[src/rtl/aux_retry_pkg.sv]
package aux_retry_pkg;

   localparam logic [2:0] RES_OK      = 3'd0;
   localparam logic [2:0] RES_INVALID = 3'd1;
   localparam logic [2:0] RES_TIMEOUT = 3'd2;

   localparam logic [3:0] RPL_ACK       = 4'd0;
   localparam logic [3:0] RPL_NACK      = 4'd1;
   localparam logic [3:0] RPL_DEFER     = 4'd2;
   localparam logic [3:0] RPL_I2C_NACK  = 4'd3;
   localparam logic [3:0] RPL_I2C_XDEF  = 4'd4;
   localparam logic [3:0] RPL_I2C_DEFER = 4'd5;
   localparam logic [3:0] RPL_NONE      = 4'hF;

   typedef enum logic [1:0] {ST_IDLE, ST_ISSUE, ST_WAIT, ST_DELAY} st_e;

   function automatic int max3(input int a, input int b, input int c);
      int m;
      m = (a > b) ? a : b;
      return (m > c) ? m : c;
   endfunction

endpackage

[src/rtl/aux_retry_wait.sv]
module aux_retry_wait #(
   parameter int WAIT_W = 9
) (
   input  logic              clk,
   input  logic              rst_n,
   input  logic              load,
   input  logic [WAIT_W-1:0] load_val,
   input  logic              us_tick,
   output logic              expire
);
   logic [WAIT_W-1:0] cnt;

   always_ff @(posedge clk or negedge rst_n) begin
      if (!rst_n)                     cnt <= '0;
      else if (load)                  cnt <= load_val;
      else if (us_tick && cnt != '0)  cnt <= cnt - 1'b1;
   end

   assign expire = us_tick && (cnt == WAIT_W'(1));

   // an idle counter stays idle until loaded
   a_r4_wait_idle_hold: assert property (@(posedge clk) disable iff (!rst_n)
      (cnt == '0 && !load) |=> (cnt == '0));

endmodule

[src/rtl/aux_retry_decide.sv]
module aux_retry_decide
   import aux_retry_pkg::*;
#(
   parameter int LEN_W       = 5,
   parameter int DLY_W       = 8,
   parameter int CNT_W       = 3,
   parameter int ATT_W       = 3,
   parameter int WAIT_W      = 9,
   parameter int MAX_ATT     = 7,
   parameter int ACK_LIM     = 7,
   parameter int DEF_LIM     = 7,
   parameter int I2CD_LIM    = 7,
   parameter int INV_LIM     = 2,
   parameter int TO_LIM      = 3,
   parameter int ACK_WAIT_US = 300,
   parameter int INV_WAIT_US = 400
) (
   input  logic [2:0]        result,
   input  logic [3:0]        reply,
   input  logic [LEN_W-1:0]  bytes,
   input  logic              is_read,
   input  logic [LEN_W-1:0]  req_len,
   input  logic [DLY_W-1:0]  defer_dly,
   input  logic [ATT_W-1:0]  att_cnt,
   input  logic              sticky,
   input  logic [CNT_W-1:0]  ack_c, def_c, i2cd_c, inv_c, to_c,
   output logic [CNT_W-1:0]  ack_n, def_n, i2cd_n, inv_n, to_n,
   output logic              sticky_n,
   output logic              fin,
   output logic              ok,
   output logic [WAIT_W-1:0] wait_us
);
   localparam logic [CNT_W-1:0]  ACK_L  = CNT_W'(ACK_LIM);
   localparam logic [CNT_W-1:0]  DEF_L  = CNT_W'(DEF_LIM);
   localparam logic [CNT_W-1:0]  I2CD_L = CNT_W'(I2CD_LIM);
   localparam logic [CNT_W-1:0]  INV_L  = CNT_W'(INV_LIM);
   localparam logic [CNT_W-1:0]  TO_L   = CNT_W'(TO_LIM);
   localparam logic [ATT_W-1:0]  ATT_L  = ATT_W'(MAX_ATT);
   localparam logic [WAIT_W-1:0] ACK_WT = WAIT_W'(ACK_WAIT_US);
   localparam logic [WAIT_W-1:0] INV_WT = WAIT_W'(INV_WAIT_US);

   logic [WAIT_W-1:0] dly_w;
   assign dly_w = WAIT_W'(defer_dly);

   always_comb begin
      ack_n = ack_c;  def_n = def_c;  i2cd_n = i2cd_c;
      inv_n = inv_c;  to_n  = to_c;   sticky_n = sticky;
      fin = 1'b0;  ok = 1'b0;  wait_us = '0;
      case (result)
         RES_OK: begin
            inv_n = '0;
            to_n  = '0;
            case (reply)
               RPL_ACK: begin
                  if (is_read && (bytes < req_len)) begin
                     ack_n = ack_c + 1'b1;
                     if (ack_n >= ACK_L) fin = 1'b1;
                     else                wait_us = ACK_WT;
                  end else begin
                     fin = 1'b1;
                     ok  = 1'b1;
                  end
               end
               RPL_DEFER, RPL_I2C_XDEF: begin
                  sticky_n = 1'b1;
                  def_n    = def_c + 1'b1;
                  if (def_n >= DEF_L) fin = 1'b1;
                  else                wait_us = dly_w;
               end
               RPL_I2C_NACK: begin
                  def_n = def_c + 1'b1;
                  if (def_n >= DEF_L) fin = 1'b1;
               end
               RPL_I2C_DEFER: begin
                  def_n  = '0;
                  i2cd_n = i2cd_c + 1'b1;
                  if (i2cd_n >= I2CD_L) fin = 1'b1;
               end
               default: fin = 1'b1;
            endcase
         end
         RES_INVALID: begin
            inv_n = inv_c + 1'b1;
            if (inv_n >= INV_L) fin = 1'b1;
            else                wait_us = INV_WT;
         end
         RES_TIMEOUT: begin
            if (sticky) begin
               def_n = def_c + 1'b1;
               if (def_n >= DEF_L) fin = 1'b1;
               else                wait_us = dly_w;
            end else begin
               to_n = to_c + 1'b1;
               if (to_n >= TO_L) fin = 1'b1;
            end
         end
         default: fin = 1'b1;
      endcase
      if (!fin && (att_cnt >= ATT_L)) fin = 1'b1;
      if (fin) wait_us = '0;
   end

endmodule

[src/rtl/aux_retry_ctrl.sv]
module aux_retry_ctrl
   import aux_retry_pkg::*;
#(
   parameter int LEN_W       = 5,
   parameter int DLY_W       = 8,
   parameter int MAX_ATT     = 7,
   parameter int ACK_LIM     = 7,
   parameter int DEF_LIM     = 7,
   parameter int I2CD_LIM    = 7,
   parameter int INV_LIM     = 2,
   parameter int TO_LIM      = 3,
   parameter int ACK_WAIT_US = 300,
   parameter int INV_WAIT_US = 400
) (
   input  logic             clk,
   input  logic             rst_n,
   input  logic             start,
   input  logic             is_read,
   input  logic [LEN_W-1:0] req_len,
   input  logic [DLY_W-1:0] defer_dly,
   input  logic             us_tick,
   output logic             att_go,
   input  logic             att_done,
   input  logic [2:0]       att_result,
   input  logic [3:0]       att_reply,
   input  logic [LEN_W-1:0] att_bytes,
   output logic             busy,
   output logic             done,
   output logic             pass,
   output logic [3:0]       final_reply
);
   localparam int CNT_W  = $clog2(max3(max3(ACK_LIM, DEF_LIM, I2CD_LIM),
                                       max3(INV_LIM, TO_LIM, 1), 1) + 1);
   localparam int ATT_W  = $clog2(MAX_ATT + 1);
   localparam int WAIT_W = max3(DLY_W, $clog2(ACK_WAIT_US + 1),
                                $clog2(INV_WAIT_US + 1));
   localparam logic [ATT_W-1:0] ATT_L = ATT_W'(MAX_ATT);
   localparam logic [CNT_W-1:0] INV_L = CNT_W'(INV_LIM);

   if (MAX_ATT < 1 || ACK_LIM < 1 || DEF_LIM < 1 || I2CD_LIM < 1 ||
       INV_LIM < 1 || TO_LIM < 1) begin : g_bad_limit
      $error("aux_retry_ctrl: every limit must be at least 1");
   end
   if (ACK_WAIT_US < 1 || INV_WAIT_US < 1 || LEN_W < 1 || DLY_W < 1) begin : g_bad_width
      $error("aux_retry_ctrl: waits and widths must be at least 1");
   end

   st_e               state;
   logic              rd_q, sticky, done_q, pass_q;
   logic [LEN_W-1:0]  len_q;
   logic [DLY_W-1:0]  dly_q;
   logic [ATT_W-1:0]  att_cnt;
   logic [3:0]        reply_q;
   logic [CNT_W-1:0]  ack_c, def_c, i2cd_c, inv_c, to_c;
   logic [CNT_W-1:0]  ack_n, def_n, i2cd_n, inv_n, to_n;
   logic              sticky_n, fin, ok, expire, judge, load;
   logic [WAIT_W-1:0] wait_us;

   aux_retry_decide #(
      .LEN_W(LEN_W), .DLY_W(DLY_W), .CNT_W(CNT_W), .ATT_W(ATT_W),
      .WAIT_W(WAIT_W), .MAX_ATT(MAX_ATT), .ACK_LIM(ACK_LIM),
      .DEF_LIM(DEF_LIM), .I2CD_LIM(I2CD_LIM), .INV_LIM(INV_LIM),
      .TO_LIM(TO_LIM), .ACK_WAIT_US(ACK_WAIT_US), .INV_WAIT_US(INV_WAIT_US)
   ) u_decide (
      .result(att_result), .reply(att_reply), .bytes(att_bytes),
      .is_read(rd_q), .req_len(len_q), .defer_dly(dly_q),
      .att_cnt(att_cnt), .sticky(sticky),
      .ack_c(ack_c), .def_c(def_c), .i2cd_c(i2cd_c), .inv_c(inv_c), .to_c(to_c),
      .ack_n(ack_n), .def_n(def_n), .i2cd_n(i2cd_n), .inv_n(inv_n), .to_n(to_n),
      .sticky_n(sticky_n), .fin(fin), .ok(ok), .wait_us(wait_us)
   );

   assign judge = (state == ST_WAIT) && att_done;
   assign load  = judge && !fin && (wait_us != '0);

   aux_retry_wait #(.WAIT_W(WAIT_W)) u_wait (
      .clk(clk), .rst_n(rst_n), .load(load), .load_val(wait_us),
      .us_tick(us_tick), .expire(expire)
   );

   always_ff @(posedge clk or negedge rst_n) begin
      if (!rst_n) begin
         state   <= ST_IDLE;
         rd_q    <= 1'b0;
         len_q   <= '0;
         dly_q   <= '0;
         att_cnt <= '0;
         sticky  <= 1'b0;
         ack_c   <= '0; def_c <= '0; i2cd_c <= '0; inv_c <= '0; to_c <= '0;
         done_q  <= 1'b0;
         pass_q  <= 1'b0;
         reply_q <= RPL_NONE;
      end else begin
         done_q <= 1'b0;
         case (state)
            ST_IDLE: if (start) begin
               rd_q    <= is_read;
               len_q   <= req_len;
               dly_q   <= defer_dly;
               att_cnt <= '0;
               sticky  <= 1'b0;
               ack_c   <= '0; def_c <= '0; i2cd_c <= '0; inv_c <= '0; to_c <= '0;
               pass_q  <= 1'b0;
               reply_q <= RPL_NONE;
               state   <= ST_ISSUE;
            end
            ST_ISSUE: begin
               att_cnt <= att_cnt + 1'b1;
               state   <= ST_WAIT;
            end
            ST_WAIT: if (att_done) begin
               ack_c  <= ack_n; def_c <= def_n; i2cd_c <= i2cd_n;
               inv_c  <= inv_n; to_c  <= to_n;  sticky <= sticky_n;
               if (att_result == RES_OK) reply_q <= att_reply;
               if (fin) begin
                  done_q <= 1'b1;
                  pass_q <= ok;
                  state  <= ST_IDLE;
               end else if (wait_us != '0) begin
                  state <= ST_DELAY;
               end else begin
                  state <= ST_ISSUE;
               end
            end
            ST_DELAY: if (expire) state <= ST_ISSUE;
            default: state <= ST_IDLE;
         endcase
      end
   end

   assign att_go      = (state == ST_ISSUE);
   assign busy        = (state != ST_IDLE);
   assign done        = done_q;
   assign pass        = pass_q;
   assign final_reply = reply_q;

   // one issue pulse per attempt
   a_r2_go_single: assert property (@(posedge clk) disable iff (!rst_n)
      att_go |=> !att_go);
   // never issue beyond the attempt cap
   a_r3_attempt_cap: assert property (@(posedge clk) disable iff (!rst_n)
      att_go |-> (att_cnt < ATT_L));
   // done is a single-cycle strobe seen while idle
   a_r12_done_single: assert property (@(posedge clk) disable iff (!rst_n)
      done |=> !done);
   a_r12_done_idle: assert property (@(posedge clk) disable iff (!rst_n)
      done |-> !busy);
   // an AUX NACK ends in failure on the next cycle
   a_r9_nack_fails: assert property (@(posedge clk) disable iff (!rst_n)
      (judge && att_result == RES_OK && att_reply == RPL_NACK) |=> (done && !pass));
   // a success result leaves invalid and timeout counters cleared
   a_r5_ok_clears: assert property (@(posedge clk) disable iff (!rst_n)
      (judge && att_result == RES_OK) |=> (to_c == '0 && inv_c == '0));
   // the defer-seen flag holds through the transaction
   a_r6_sticky_holds: assert property (@(posedge clk) disable iff (!rst_n)
      (sticky && state != ST_IDLE) |=> sticky);
   // invalid counter never passes its limit
   a_r10_inv_bound: assert property (@(posedge clk) disable iff (!rst_n)
      inv_c <= INV_L);

endmodule

[config.mk]
export PLATFORM = sky130hd
export DESIGN_NAME = aux_retry_ctrl
export DESIGN_NICKNAME = d
export VERILOG_FILES = /design/src/rtl/aux_retry_pkg.sv /design/src/rtl/aux_retry_wait.sv /design/src/rtl/aux_retry_decide.sv /design/src/rtl/aux_retry_ctrl.sv
export SDC_FILE = /design/constraint.sdc
export NUM_CORES = 1
export LEC_CHECK = 0
export ABC_AREA = 1
export ABC_CLOCK_PERIOD_IN_PS = 5300
export BUFFER_PORTS_ARGS = -buffer_cell sky130_fd_sc_hd__buf_4
export CAP_MARGIN = 30
export CELL_PAD_IN_SITES_DETAIL_PLACEMENT = 0
export CELL_PAD_IN_SITES_GLOBAL_PLACEMENT = 1
export CORE_AREA = 2 2 106 108
export DETAILED_ROUTE_END_ITERATION = 8
export DIE_AREA = 0 0 108 110
export HOLD_SLACK_MARGIN = 0.06
export PLACE_DENSITY_LB_ADDON = 0.1
export SYNTH_ARGS = -nofsm -noshare
export SYNTH_HDL_FRONTEND = slang
export SYNTH_SLANG_ARGS = --single-unit
[constraint.sdc]
create_clock -name clk -period 5.3 [get_ports clk]
set_input_delay 1.06 -clock clk [delete_from_list [all_inputs] [get_ports clk]]
set_output_delay 1.06 -clock clk [all_outputs]
set_load 0.02 [all_outputs]
Word level (Yosys, flattened, before mapping):

Cells that the tools add are included.
W data, S select, Z words.

* output and inout bits: 8
* word-level logic and storage cells: 151
* input port bits: 31
* bits in registers: 50

* reductions and logical operators: 31
* multiplexer cells: 67
* eq/ne operators: 24
* order comparisons: 7
* $add $sub $neg: 7

Operators by type and width (count)
* $pmux W3 S2: 10
* $mux W9: 6
* $mux W3: 13
* $pmux W9 S3: 1
* $mux W1: 20
* $add A3 B1 Y3 const B: 6
* $pmux W9 S2: 1
* $reduce_bool A9 Y1: 2
* $mux W8: 2
* $reduce_and A5 Y1: 3
* $ge A3 B3 Y1 const B: 4
* $mux W4: 3
* $reduce_and A4 Y1: 3
* $reduce_and A6 Y1: 2
* $mux W2: 5
* $ne A2 B1 Y1 const B: 5
* $eq A9 B1 Y1 const B: 1
* $sub A9 B1 Y9 const B: 1
* $eq A4 B2 Y1 const B: 2
* $eq A4 B3 Y1 const B: 2
* $ne A2 B2 Y1 const B: 4
* $pmux W2 S4: 1
* $pmux W4 S2: 1
* $reduce_bool A2 Y1: 4
* 20 further kinds: 34

Longest topological paths before layout:

Gate-level depths: netlist (run 1).

* word-level depth: 15
* depth in mapped cells: 20
* depth with buffers taken out: 20

Modules after synthesis:

A second synthesis (run 1) with hierarchy kept.

* cell total of the unflattened synthesis: 478
* area, all modules: 3453.3 µm²

By module, submodules not included
* aux_retry_ctrl: times used 1, sequential area each 1031.0 µm², cells an instance 209, area each 1820.5 µm²
* aux_retry_decide: times used 1, sequential area each 0.0 µm², cells an instance 165, area each 913.4 µm²
* aux_retry_wait: times used 1, sequential area each 225.2 µm², cells an instance 104, area each 719.4 µm²

Worst setup path after synthesis (run 1):

OpenSTA, ideal clock, no wires.

* kind: input to register
* start: input port att_bytes[4]
* end: register u_wait.cnt[3]
* data required time: 5.175 ns
* cell stages on the path: 18
* data arrival time: 2.601 ns
* buffers on the path: 1
* library setup time: 0.125 ns
* path slack: 2.574 ns
* cell sequence: ha_1 nand2_1 inv_1 nor2_1 nand2_1 nor2_1 nand3_1 nand2_1 nand2_1 nand2_2 nand3_1 nand2_1 nor2_1 nand2_2 nand2_4 buf_8 nand3_1 nand3_1

* word-level cells in the longest chain between the ends: 12
* elaborated cells on any way between the ends: 18
* those cells by class: 1 x order compare; 9 x mux; 8 x reduce/logical

RTL lines
* from (decl): RTL line aux_retry_ctrl.sv:26 `input logic [LEN_W-1:0] att_bytes,`
* $lt A5 B5 Y1 *: RTL line aux_retry_decide.sv:55 `if (is_read && (bytes < req_len)) begin`
* $logic_and A1 B1 Y1 *: RTL line aux_retry_decide.sv:55
* $mux W1: RTL line aux_retry_decide.sv:55
* $pmux W1 S3: RTL line aux_retry_decide.sv:53 `case (reply)`
* $pmux W1 S3: RTL line aux_retry_decide.sv:49 `case (result)`
* $logic_not A1 Y1: RTL line aux_retry_decide.sv:99 `if (!fin && (att_cnt >= ATT_L)) fin = 1'b1;`
* $logic_and A1 B1 Y1: RTL line aux_retry_decide.sv:99
* $mux W1: RTL line aux_retry_decide.sv:99
* $mux W9 or $logic_not A1 Y1 (tied branches): RTL line aux_retry_decide.sv:100, aux_retry_ctrl.sv:74
* $reduce_bool A9 Y1 or $logic_and A1 B1 Y1 (tied branches): RTL line aux_retry_ctrl.sv:74 `assign load = judge && !fin && (wait_us != '0);`
* $logic_and A1 B1 Y1: RTL line aux_retry_ctrl.sv:74
* $mux W9 or $reduce_bool A2 Y1 (tied branches)
* to (signal assigned): RTL line aux_retry_wait.sv:15 `else if (load) cnt <= load_val;`
* to (signal assigned): RTL line aux_retry_wait.sv:16 `else if (us_tick && cnt != '0) cnt <= cnt - 1'b1;`
* to (decl): RTL line aux_retry_wait.sv:11 `logic [WAIT_W-1:0] cnt;`

Every way passes the cells marked *; elsewhere a longest branch is shown, timed or not.
A chain may end at the register's enable or synchronous reset.

Final worst setup path (run 1):

* start: register state[0]
* end: register def_c[1]

* word-level cells in the longest chain between the ends: 3
* elaborated cells on any way between the ends: 10
* those cells by class: 6 x eq/ne; 1 x mux; 3 x reduce/logical

RTL lines
* from (decl): RTL line aux_retry_ctrl.sv:48 `st_e state;`
* from (signal assigned): RTL line aux_retry_ctrl.sv:83 `state <= ST_IDLE;`
* from (signal assigned): RTL line aux_retry_ctrl.sv:105 `state <= ST_ISSUE;`
* from (signal assigned): RTL line aux_retry_ctrl.sv:109 `state <= ST_WAIT;`
* $eq A2 B2 Y1 or $logic_not A2 Y1 (tied branches): RTL line aux_retry_ctrl.sv:95 `case (state)`
* $ne A4 B3 Y1 (no source line) (tied with other cells)
* $reduce_and A6 Y1 (no source line)
* to (signal assigned): RTL line aux_retry_ctrl.sv:112 `ack_c <= ack_n; def_c <= def_n; i2cd_c <= i2cd_n;`
* to (decl): RTL line aux_retry_ctrl.sv:54 `logic [CNT_W-1:0] ack_c, def_c, i2cd_c, inv_c, to_c;`

Parallel ways exist; a longest one is shown, timed or not.

==> impl_metrics.tcl, run 1 <==
set metrics [dict create \
    status "finished, final reports clean" \
    r2r-start "state[0]" \
    power_uw 1450 \
    fin_setup_tns_ns 0 \
    finalNetCount 505 \
    gr-total-overflow 0 \
    core_region_area_sq_um 10700 \
    crit_family "simple AND/OR/NAND/NOR gates" \
    cts_buffers 5 \
    max_freq_mhz 339 \
    postCtsHoldBufs 0 \
    crit_slowest_cell "nor2_1" \
    final_common_cell "nand2_1" \
    syn_to_final_growth_pct 16.6 \
    yosys_most_used_dff "dfrtp_1" \
    synth-seq-area-share_pct 40.1 \
    die_w_um 108 \
    grt_pass1_wl_um 13200 \
    r2r_setup_slack_ns 2.35 \
    vdd_drop_max_v 0.000136 \
    synth_async_sr_flop_share_pct 100 \
    num_rows 38 \
    dpl.hpwl_um 5710 \
    endpoint_kind "register" \
    relSlewSlack_pct 48.5 \
    period_minus_slack_ns 2.95 \
    critPathKind "register to register" \
    holdPathStages 2 \
    dp_slack_ns 2.14 \
    worstPathMaxFanout 16 \
    n_fill_cell 1199 \
    cts_sinks 50 \
    rsz0062_at_grt "no" \
    min_from "len_q[0]" \
    crit_arrival_ns 3.19 \
    path_clk_slew_ns 0.10 \
    cp_cell_sequence "inv_1 > ha_1 > inv_2 > or2_1 > nand2_1 > inv_2 > o21ai_2 > nor2_1 > a21oi_1 > nor3_1 > nand2_1 > o21ai_0" \
    ios 39 \
    layout_common_cells "nand2_1, inv_1, dfrtp_1" \
    syn-num-nets 467 \
    drtPass1Iterations 4 \
    post_cts_resized 0 \
    start_util_pct 29.3 \
    cts_tree "built" \
    synth_cell_types 40 \
    dieArea_sq_um 11900 \
    dieHeight_um 110 \
    postSynthCellCount 414 \
    crit_buf_inv 3 \
    drc_errors 0 \
    routedWlPerCell_um 12.8 \
    finalCritPeriodShare_pct 55.7 \
    hold_viol 0 \
    worst_ep_required_time_ns 5.53 \
    worst_pin_slew_ns 0.769 \
    antenna_cells 0 \
    holdPathEnd "len_q[0]" \
    slew_viol_final 0 \
    grt_pass1_vias 2687 \
    synth-edff-count 0 \
    syn_area_per_cell_sq_um 7.57 \
    ant_nets 0 \
    fin_worst_skew_ns 0.0129 \
    placed_cells 585 \
    netlist_area_sq_um 3130 \
    yosysWarnings 0 \
    setup_violations 0 \
    track_usage_pct 14.3 \
    antenna_found_initial 0 \
    clock_path_buffers 2 \
    powerDensity_nw_per_um2 397 \
    drt_iter0_drc 103 \
    ys_seq_elements 50 \
    cp-start-kind "register" \
    stdcell_count 593 \
    drive_above_1_share_pct 16.1 \
    htree_levels 2 \
    grt_max_degree 51 \
    routed_wl_um 7600 \
    gp_congestion 0.756 \
    cts_setup_buffers 0 \
    cts-root-buf "clkbuf_8" \
    fin_ws_ns 2.35 \
    r2r-end "def_c[1]" \
    hold_path_class "register to register" \
    cp_slowest_stage_delay_ns 0.63 \
    maxCapViolations 0 \
    vias_per_cell 4.57 \
    r2r_cells 12 \
    via_count 2710 \
    leakage_uw 0.00186 \
    portBuffers 38 \
    clkLatencyLatePin_ns 0.31 \
]
==> routing by layer <==
layer,wire length [um],up-vias,track usage [%]
li1,-,1412,-
met1,3830,1250,19.4
met2,3460,39,23.4
met3,205,9,2.41
met4,104,0,4.12
met5,0,-,0
==> power breakdown <==
group          internal, uW  switching (uW)  total, uW
Combinational           226             388        614
Sequential              502            78.2        580
Clock                   120             138        258
==> cells by family (layout without fill, tap and decap cells) <==
family	Yosys count	count (layout)	synth area share, %
adders and majority gates	22	22	8.78
buffers and inverters	61	100	7.90
xor gates and xnor gates	9	9	2.52
AOI/OAI and AO/OA	61	61	11.0
and+or+nand+nor	211	211	29.7
DFF	50	50	40.1
==> synth_stat cells, types with 4 or more instances <==
library cell	n	area [sq um]
a31oi_1	4	25.0
a21oi_1	8	40.0
nand2_2	6	37.5
nand4_1	6	37.5
o21ai_0	29	145
inv_2	7	26.3
clkbuf_1	5	18.8
o21ai_1	8	40.0
nand3_1	38	190
nor3_1	4	20.0
ha_1	22	275
inv_1	46	173
xnor2_1	7	61.3
dfstp_2	4	105
dfrtp_1	46	1150
nand2_1	108	405
nor2_1	38	143
==> worst max path at each step <==
| stage | from | to | slack (ns) | depth (start not counted) |
|---|---|---|---|---|
| after floorplan | att_bytes[4] | u_wait.cnt[3] | 2.57 | 18 |
| after global placement | att_bytes[4] | u_wait.cnt[6] | 2.17 | 18 |
| after detailed placement | att_bytes[4] | u_wait.cnt[6] | 2.14 | 20 |
| after CTS | state[0] | def_c[0] | 2.34 | 12 |
| after global routing | state[0] | def_c[2] | 1.99 | 12 |
| final | state[0] | def_c[1] | 2.35 | 12 |
==> worst reg2reg max path, stage by stage (launching register included) <==
cell     delay (ns)
dfrtp_1        0.40
inv_1          0.09
ha_1           0.45
inv_2          0.25
or2_1          0.15
nand2_1        0.08
inv_2          0.07
o21ai_2        0.09
nor2_1         0.63
a21oi_1        0.13
nor3_1         0.24
nand2_1        0.13
o21ai_0        0.17
==> cell type report <==
class                   instances  area, sq um  area share, %
repair buffers                 38          285           7.81
clock buffers                   7         96.3           2.64
multi-input cells             303         1630           44.6
clock inverters                 1         8.76          0.240
well taps                     140          175           4.79
inverters                      54          203           5.55
flip-flops and latches         50         1260           34.4
==> per-stage QoR <==
step | util, % | hold slack [ns] | cell area (sq um)
CTS | 34.2 | 0.501 | 3650
global route | 34.2 | 0.534 | 3650
floorplan | - | 0.449 | 3130
detailed placement | 33.2 | 0.474 | 3550
finish | 34.2 | 0.500 | 3650
global placement | 33.2 | 0.474 | 3550
==> sequential cells by signal, summed over array words and instances, names as in the netlist, 2 cells and up <==
register     count
state            2
inv_c            3
to_c             3
dly_q            8
final_reply      4
i2cd_c           3
len_q            5
def_c            3
u_wait.cnt       9
att_cnt          3
ack_c            3
Power figures use the tool's default switching activity.
==> run 2, diff against run 1 <==
--- a/config.mk
+++ b/config.mk
@@ -6,7 +6,7 @@
 export NUM_CORES = 1
 export LEC_CHECK = 0
 export ABC_AREA = 1
-export ABC_CLOCK_PERIOD_IN_PS = 5300
+export ABC_CLOCK_PERIOD_IN_PS = 2720
 export BUFFER_PORTS_ARGS = -buffer_cell sky130_fd_sc_hd__buf_4
 export CAP_MARGIN = 30
 export CELL_PAD_IN_SITES_DETAIL_PLACEMENT = 0
==> constraint.sdc (replaced) <==
create_clock -name clk -period 2.72 [get_ports clk]
set_input_delay 0.544 -clock clk [delete_from_list [all_inputs] [get_ports clk]]
set_output_delay 0.544 -clock clk [all_outputs]
set_load 0.02 [all_outputs]
==> run 2 against run 1 <==
  * Global-route usage barely moved
  * Setup slack got worse by 2.0 ns
  * Combinational power rose by 100%
  * Non-clock buffer count rose by 7
  * Die area did not move
  * Critical path type unchanged
  * Largest cell class unchanged
  * Highest routed layer unchanged
==> impl_metrics.tcl, run 2 (synthesized netlist as in run 1, its figures left out) <==
set metrics [dict create \
    cts_sinks 50 \
    period_minus_slack_ns 2.37 \
    num_rows 38 \
    setup_violations 0 \
    drive_above_1_share_pct 17.6 \
    top_regs "u_wait.cnt: 9 flops, dly_q: 8 flops, len_q: 5 flops" \
    crit_slowest_cell "dfrtp_1" \
    worst_pin_slew_ns 0.675 \
    worstPathMaxFanout 17 \
    worst_ep_required_time_ns 2.93 \
    cp_slowest_stage_delay_ns 0.38 \
    portBuffers 38 \
    via_count 2724 \
    dieArea_sq_um 11900 \
    crit_buf_inv 2 \
    grt_pass1_vias 2664 \
    drtPass1Iterations 4 \
    syn_to_final_growth_pct 19.2 \
    cp-start-kind "register" \
    p_switching_uw 1180 \
    relSlewSlack_pct 55.0 \
    leakage_uw 0.00189 \
    combPwrFrac_pct 42.2 \
    finalNetCount 512 \
    p_seq_share_pct 38.4 \
    die_w_um 108 \
    slew_viol_final 0 \
    dpl.hpwl_um 5690 \
    routedWlPerCell_um 12.5 \
    endpoint_kind "register" \
    status "finished, final reports clean" \
    routed_wl_um 7510 \
    grt_pass1_wl_um 13200 \
    utilization_pct 34.9 \
    hold_path_class "primary input to asynchronous set/reset pin" \
    grt_max_degree 51 \
    crit_family "simple AND/OR/NAND/NOR gates" \
    core_region_area_sq_um 10700 \
    start_util_pct 29.3 \
    track_usage_pct 14.3 \
    path_clk_slew_ns 0.10 \
    switching_share_pct 40.1 \
    final_common_cell "nand2_1" \
    placedInstanceArea_sq_um 3590 \
    layout_common_cells "nand2_1, inv_1, dfrtp_1" \
    powerDensity_nw_per_um2 784 \
    fin_worst_skew_ns 0.00666 \
    hold_viol 0 \
    critPathKind "register to register" \
    clock_path_buffers 2 \
    rsz0062_at_grt "no" \
    antenna_cells 0 \
    cts_buffers 5 \
    gp_congestion 0.759 \
    largest-register "u_wait.cnt" \
    whs_ns 0.256 \
    vdd_drop_max_v 0.000249 \
    drt_iter0_drc 136 \
    max_freq_mhz 422 \
    ant_nets 0 \
    htree_levels 2 \
    maxCapViolations 0 \
    gr-total-overflow 0 \
    finalCritPeriodShare_pct 87.1 \
    cts_tree "built" \
    dieHeight_um 110 \
    antenna_found_initial 0 \
    clkLatencyLatePin_ns 0.31 \
    drc_errors 0 \
    largest_reg_flops 9 \
    p_int_uw 1760 \
    p_clk_share_pct 19.4 \
    fin_setup_tns_ns 0 \
    cts-root-buf "clkbuf_8" \
    postCtsHoldBufs 0 \
    final_area_sq_um 3740 \
    power_uw 2930 \
    vias_per_cell 4.54 \
    cp_cell_sequence "inv_1 > ha_1 > nor2_1 > nor2_1 > nor2_1 > inv_1 > o21ai_2 > nor2_4 > nand3_1 > nand2_1 > nor2_2 > nand2_4 > nand2_8 > o21ai_0 > nand2_1 > nand2_1" \
    crit_arrival_ns 2.58 \
    ios 39 \
]
[run 2: cell types whose count changed in the layout (fill, tap and decap cells not counted)]
cell / before / now
buf_4: 38 / 45
bufinv_16: 0 / 1
clkbuf_1: 0 / 1
clkbuf_8: 7 / 6
clkinv_4: 1 / 0
nand2_2: 6 / 5
nand2_8: 0 / 1
nor2_1: 38 / 36
nor2_2: 1 / 3
[run 2: through the flow]
stage | worst slack (ns) | std cells
4_1_cts | 0.185 | 598
3_5_place_dp | 0.0672 | 590
6_report | 0.350 | 600
3_3_place_gp | 0.105 | 590
2_1_floorplan | 0.510 | 414
5_1_grt | 0.0450 | 600
[run 2: area by class of cell]
cell class	instances	area [sq um]
timing repair buffer	45	338
multi-input combinational	303	1650
fill	1168	6960
clock buffer	7	86.3
tap	140	175
clock inverter	1	30.0
inverter	54	203
sequential	50	1260
[run 2: power groups by stage]
| stage | sequential [uW] | clock [uW] | combinational (uW) |
|---|---|---|---|
| 5_1_grt | 1160 | 634 | 1440 |
| 2_1_floorplan | 1130 | 0 | 871 |
| 3_5_place_dp | 1150 | 0 | 1230 |
| 4_1_cts | 1130 | 600 | 1240 |
| 3_3_place_gp | 1150 | 0 | 1230 |
| 6_report | 1130 | 568 | 1240 |
[run 2: per-layer routing]
| layer | share of wire, % | GRT usage [%] |
|---|---|---|
| met1 | 51 | 19.9 |
| met2 | 45 | 22.7 |
| met3 | 3.0 | 2.53 |
| met4 | 1.3 | 4.12 |
| met5 | 0 | 0 |
[run 2: final timing paths]
kind / from / endpoint / slack [ns] / cells past startpoint
min in group clk: req_len[0] / len_q[0] / 0.41 / 3
max: def_c[0] / u_wait.cnt[1] / 0.35 / 16
min reg2reg: len_q[0] / len_q[0] / 0.49 / 2
min: rst_n / inv_c[2] / 0.26 / 1
max reg2reg: def_c[0] / u_wait.cnt[1] / 0.35 / 16
max in group asynchronous: rst_n / u_wait.cnt[7] / 2.01 / 1
[run 2: repair_timing]
item	CTS	global route
endpoints found under the setup margin	0	9
gates resized for setup	0	4
buffers inserted	0	2
hold endpoints to repair	0	0
==> run 3, diff against run 2 <==
--- a/config.mk
+++ b/config.mk
@@ -16,6 +16,7 @@
 export DIE_AREA = 0 0 108 110
 export HOLD_SLACK_MARGIN = 0.06
 export PLACE_DENSITY_LB_ADDON = 0.1
+export RECOVER_POWER = 100
 export SYNTH_ARGS = -nofsm -noshare
 export SYNTH_HDL_FRONTEND = slang
 export SYNTH_SLANG_ARGS = --single-unit
==> run 3 against run 2 <==
  * Setup slack got worse by 0.031 ns
  * Core utilization fell by 0.32 points
  * Maximum frequency fell by 1.3%
  * Combinational power fell by 3%
  * Via count barely moved
  * Clock skew rose by 0.0017 ns
  * Sequential share of layout area rose by 0.31 points
  * Largest cell class unchanged
  * Largest power group unchanged
==> impl_metrics.tcl, run 3 (synthesized netlist as in run 1, its figures left out) <==
set metrics [dict create \
    gp_congestion 0.759 \
    p_clk_share_pct 19.6 \
    start_util_pct 29.3 \
    hold_viol 0 \
    worstPathMaxFanout 17 \
    cts_sinks 50 \
    fin_worst_skew_ns 0.00838 \
    path_clk_slew_ns 0.10 \
    leakage_uw 0.00186 \
    switching_share_pct 40.4 \
    n_fill_cell 1168 \
    combPwrFrac_pct 41.4 \
    hold_path_class "primary input to register" \
    period_minus_slack_ns 2.40 \
    cp_cell_sequence "ha_1 > ha_1 > a31o_2 > a21oi_1 > nand2_1 > nor2_2 > nand3_1 > nand2_1 > nor2_2 > nand2_4 > nand2_8 > nand2_1 > nand2_1 > nand2_1 > inv_1" \
    drt_iter0_drc 141 \
    maxCapViolations 0 \
    cts-root-buf "clkbuf_8" \
    slew_viol_final 0 \
    worst_ep_required_time_ns 2.93 \
    vias_per_cell 4.54 \
    drc_errors 0 \
    power_uw 2890 \
    endpoint_kind "register" \
    routed_wl_um 7520 \
    postCtsHoldBufs 0 \
    htree_levels 2 \
    cp-start-kind "register" \
    dieHeight_um 110 \
    critPathMostFrequentCell "nand2_1" \
    cts_tree "built" \
    p_int_uw 1720 \
    max_freq_mhz 417 \
    portBuffers 38 \
    grt_pass1_vias 2664 \
    largest-register "u_wait.cnt" \
    rsz0062_at_grt "no" \
    cts_buffers 5 \
    core_region_area_sq_um 10700 \
    powerDensity_nw_per_um2 779 \
    top_regs "u_wait.cnt: 9 flops, dly_q: 8 flops, len_q: 5 flops" \
    dpl.hpwl_um 5690 \
    worst_pin_slew_ns 1.32 \
    p_switching_uw 1170 \
    drtPass1Iterations 4 \
    finalNetCount 512 \
    gr-total-overflow 0 \
    clock_path_buffers 2 \
    die_w_um 108 \
    relSlewSlack_pct 12.1 \
    vdd_drop_max_v 0.000245 \
    setup_violations 0 \
    drive_above_1_share_pct 15.2 \
    p_seq_share_pct 38.9 \
    cp_slowest_stage_delay_ns 0.43 \
    status "finished, final reports clean" \
    ios 39 \
    r2r_setup_slack_ns 0.32 \
    dieArea_sq_um 11900 \
    clkLatencyLatePin_ns 0.31 \
    antenna_cells 0 \
    crit_arrival_ns 2.61 \
    crit_slowest_cell "dfrtp_1" \
    grt_pass1_wl_um 13200 \
    grt_max_degree 51 \
    via_count 2726 \
    fin_setup_tns_ns 0 \
    layout_common_cells "nand2_1, inv_1, dfrtp_1" \
    largest_reg_flops 9 \
    syn_to_final_growth_pct 18.2 \
    finalCritPeriodShare_pct 88.2 \
    antenna_found_initial 0 \
    ant_nets 0 \
    final_common_cell "nand2_1" \
    routedWlPerCell_um 12.5 \
    track_usage_pct 14.3 \
    num_rows 38 \
    critPathKind "register to register" \
]
run 3: per-stage QoR:
step	hold WS [ns]	area, sq um	std cells	util (%)	setup slack [ns]
after CTS	0.289	3700	598	34.6	0.185
final	0.415	3700	600	34.6	0.320
after detailed placement	0.471	3590	590	33.5	0.0672
after global routing	0.409	3700	600	34.6	0.0552
after floorplan	0.248	3130	414	-	0.510
after global placement	0.473	3590	590	33.5	0.105
run 3: area by class of cell:
type	count	area, sq um	share of cell area (%)
clock buffers	7	86.3	2.33
repair buffers	45	313	8.45
well taps	140	175	4.73
multi-input cells	303	1640	44.3
clock inverters	1	30.0	0.811
flip-flops and latches	50	1260	33.9
inverters	54	203	5.47
run 3: path summary, 6_finish.rpt:
kind,endpoint,depth (start not counted),start
max,u_wait.cnt[6],15,att_cnt[0]
min reg2reg,len_q[0],2,len_q[0]
min,len_q[0],3,req_len[0]
max reg2reg,u_wait.cnt[6],15,att_cnt[0]
max in group asynchronous,u_wait.cnt[7],1,rst_n
min in group asynchronous,inv_c[2],1,rst_n
run 3: timing repair:
action / in CTS / in global routing
gates resized for setup: 0 / 4
endpoints found under the setup margin: 0 / 9
setup buffers: 0 / 2
run 3: worst max-delay path, delay by kind of cell, from the launching register on:
family	cells	cell delay [ns]
buffers and inverters	1	0.03
AO/OA/AOI/OAI	2	0.33
AND/OR/NAND/NOR	10	1.10
adder cells (fa/ha/maj)	2	0.40
flip-flops	1	0.43
run 3: layer usage:
| layer | GRT usage, % | part of all wire (%) |
|---|---|---|
| met5 | 0 | 0 |
| met4 | 4.12 | 1.3 |
| met3 | 2.53 | 3.2 |
| met2 | 22.7 | 45 |
| met1 | 19.9 | 51 |
run 3: power by group through the flow:
stage                     registers (uW)  logic [uW]  clock network, uW
after global routing                1160        1400                634
after floorplan                     1130         871                  0
final                               1120        1200                566
after global placement              1150        1230                  0
after detailed placement            1150        1230                  0
after CTS                           1130        1240                600
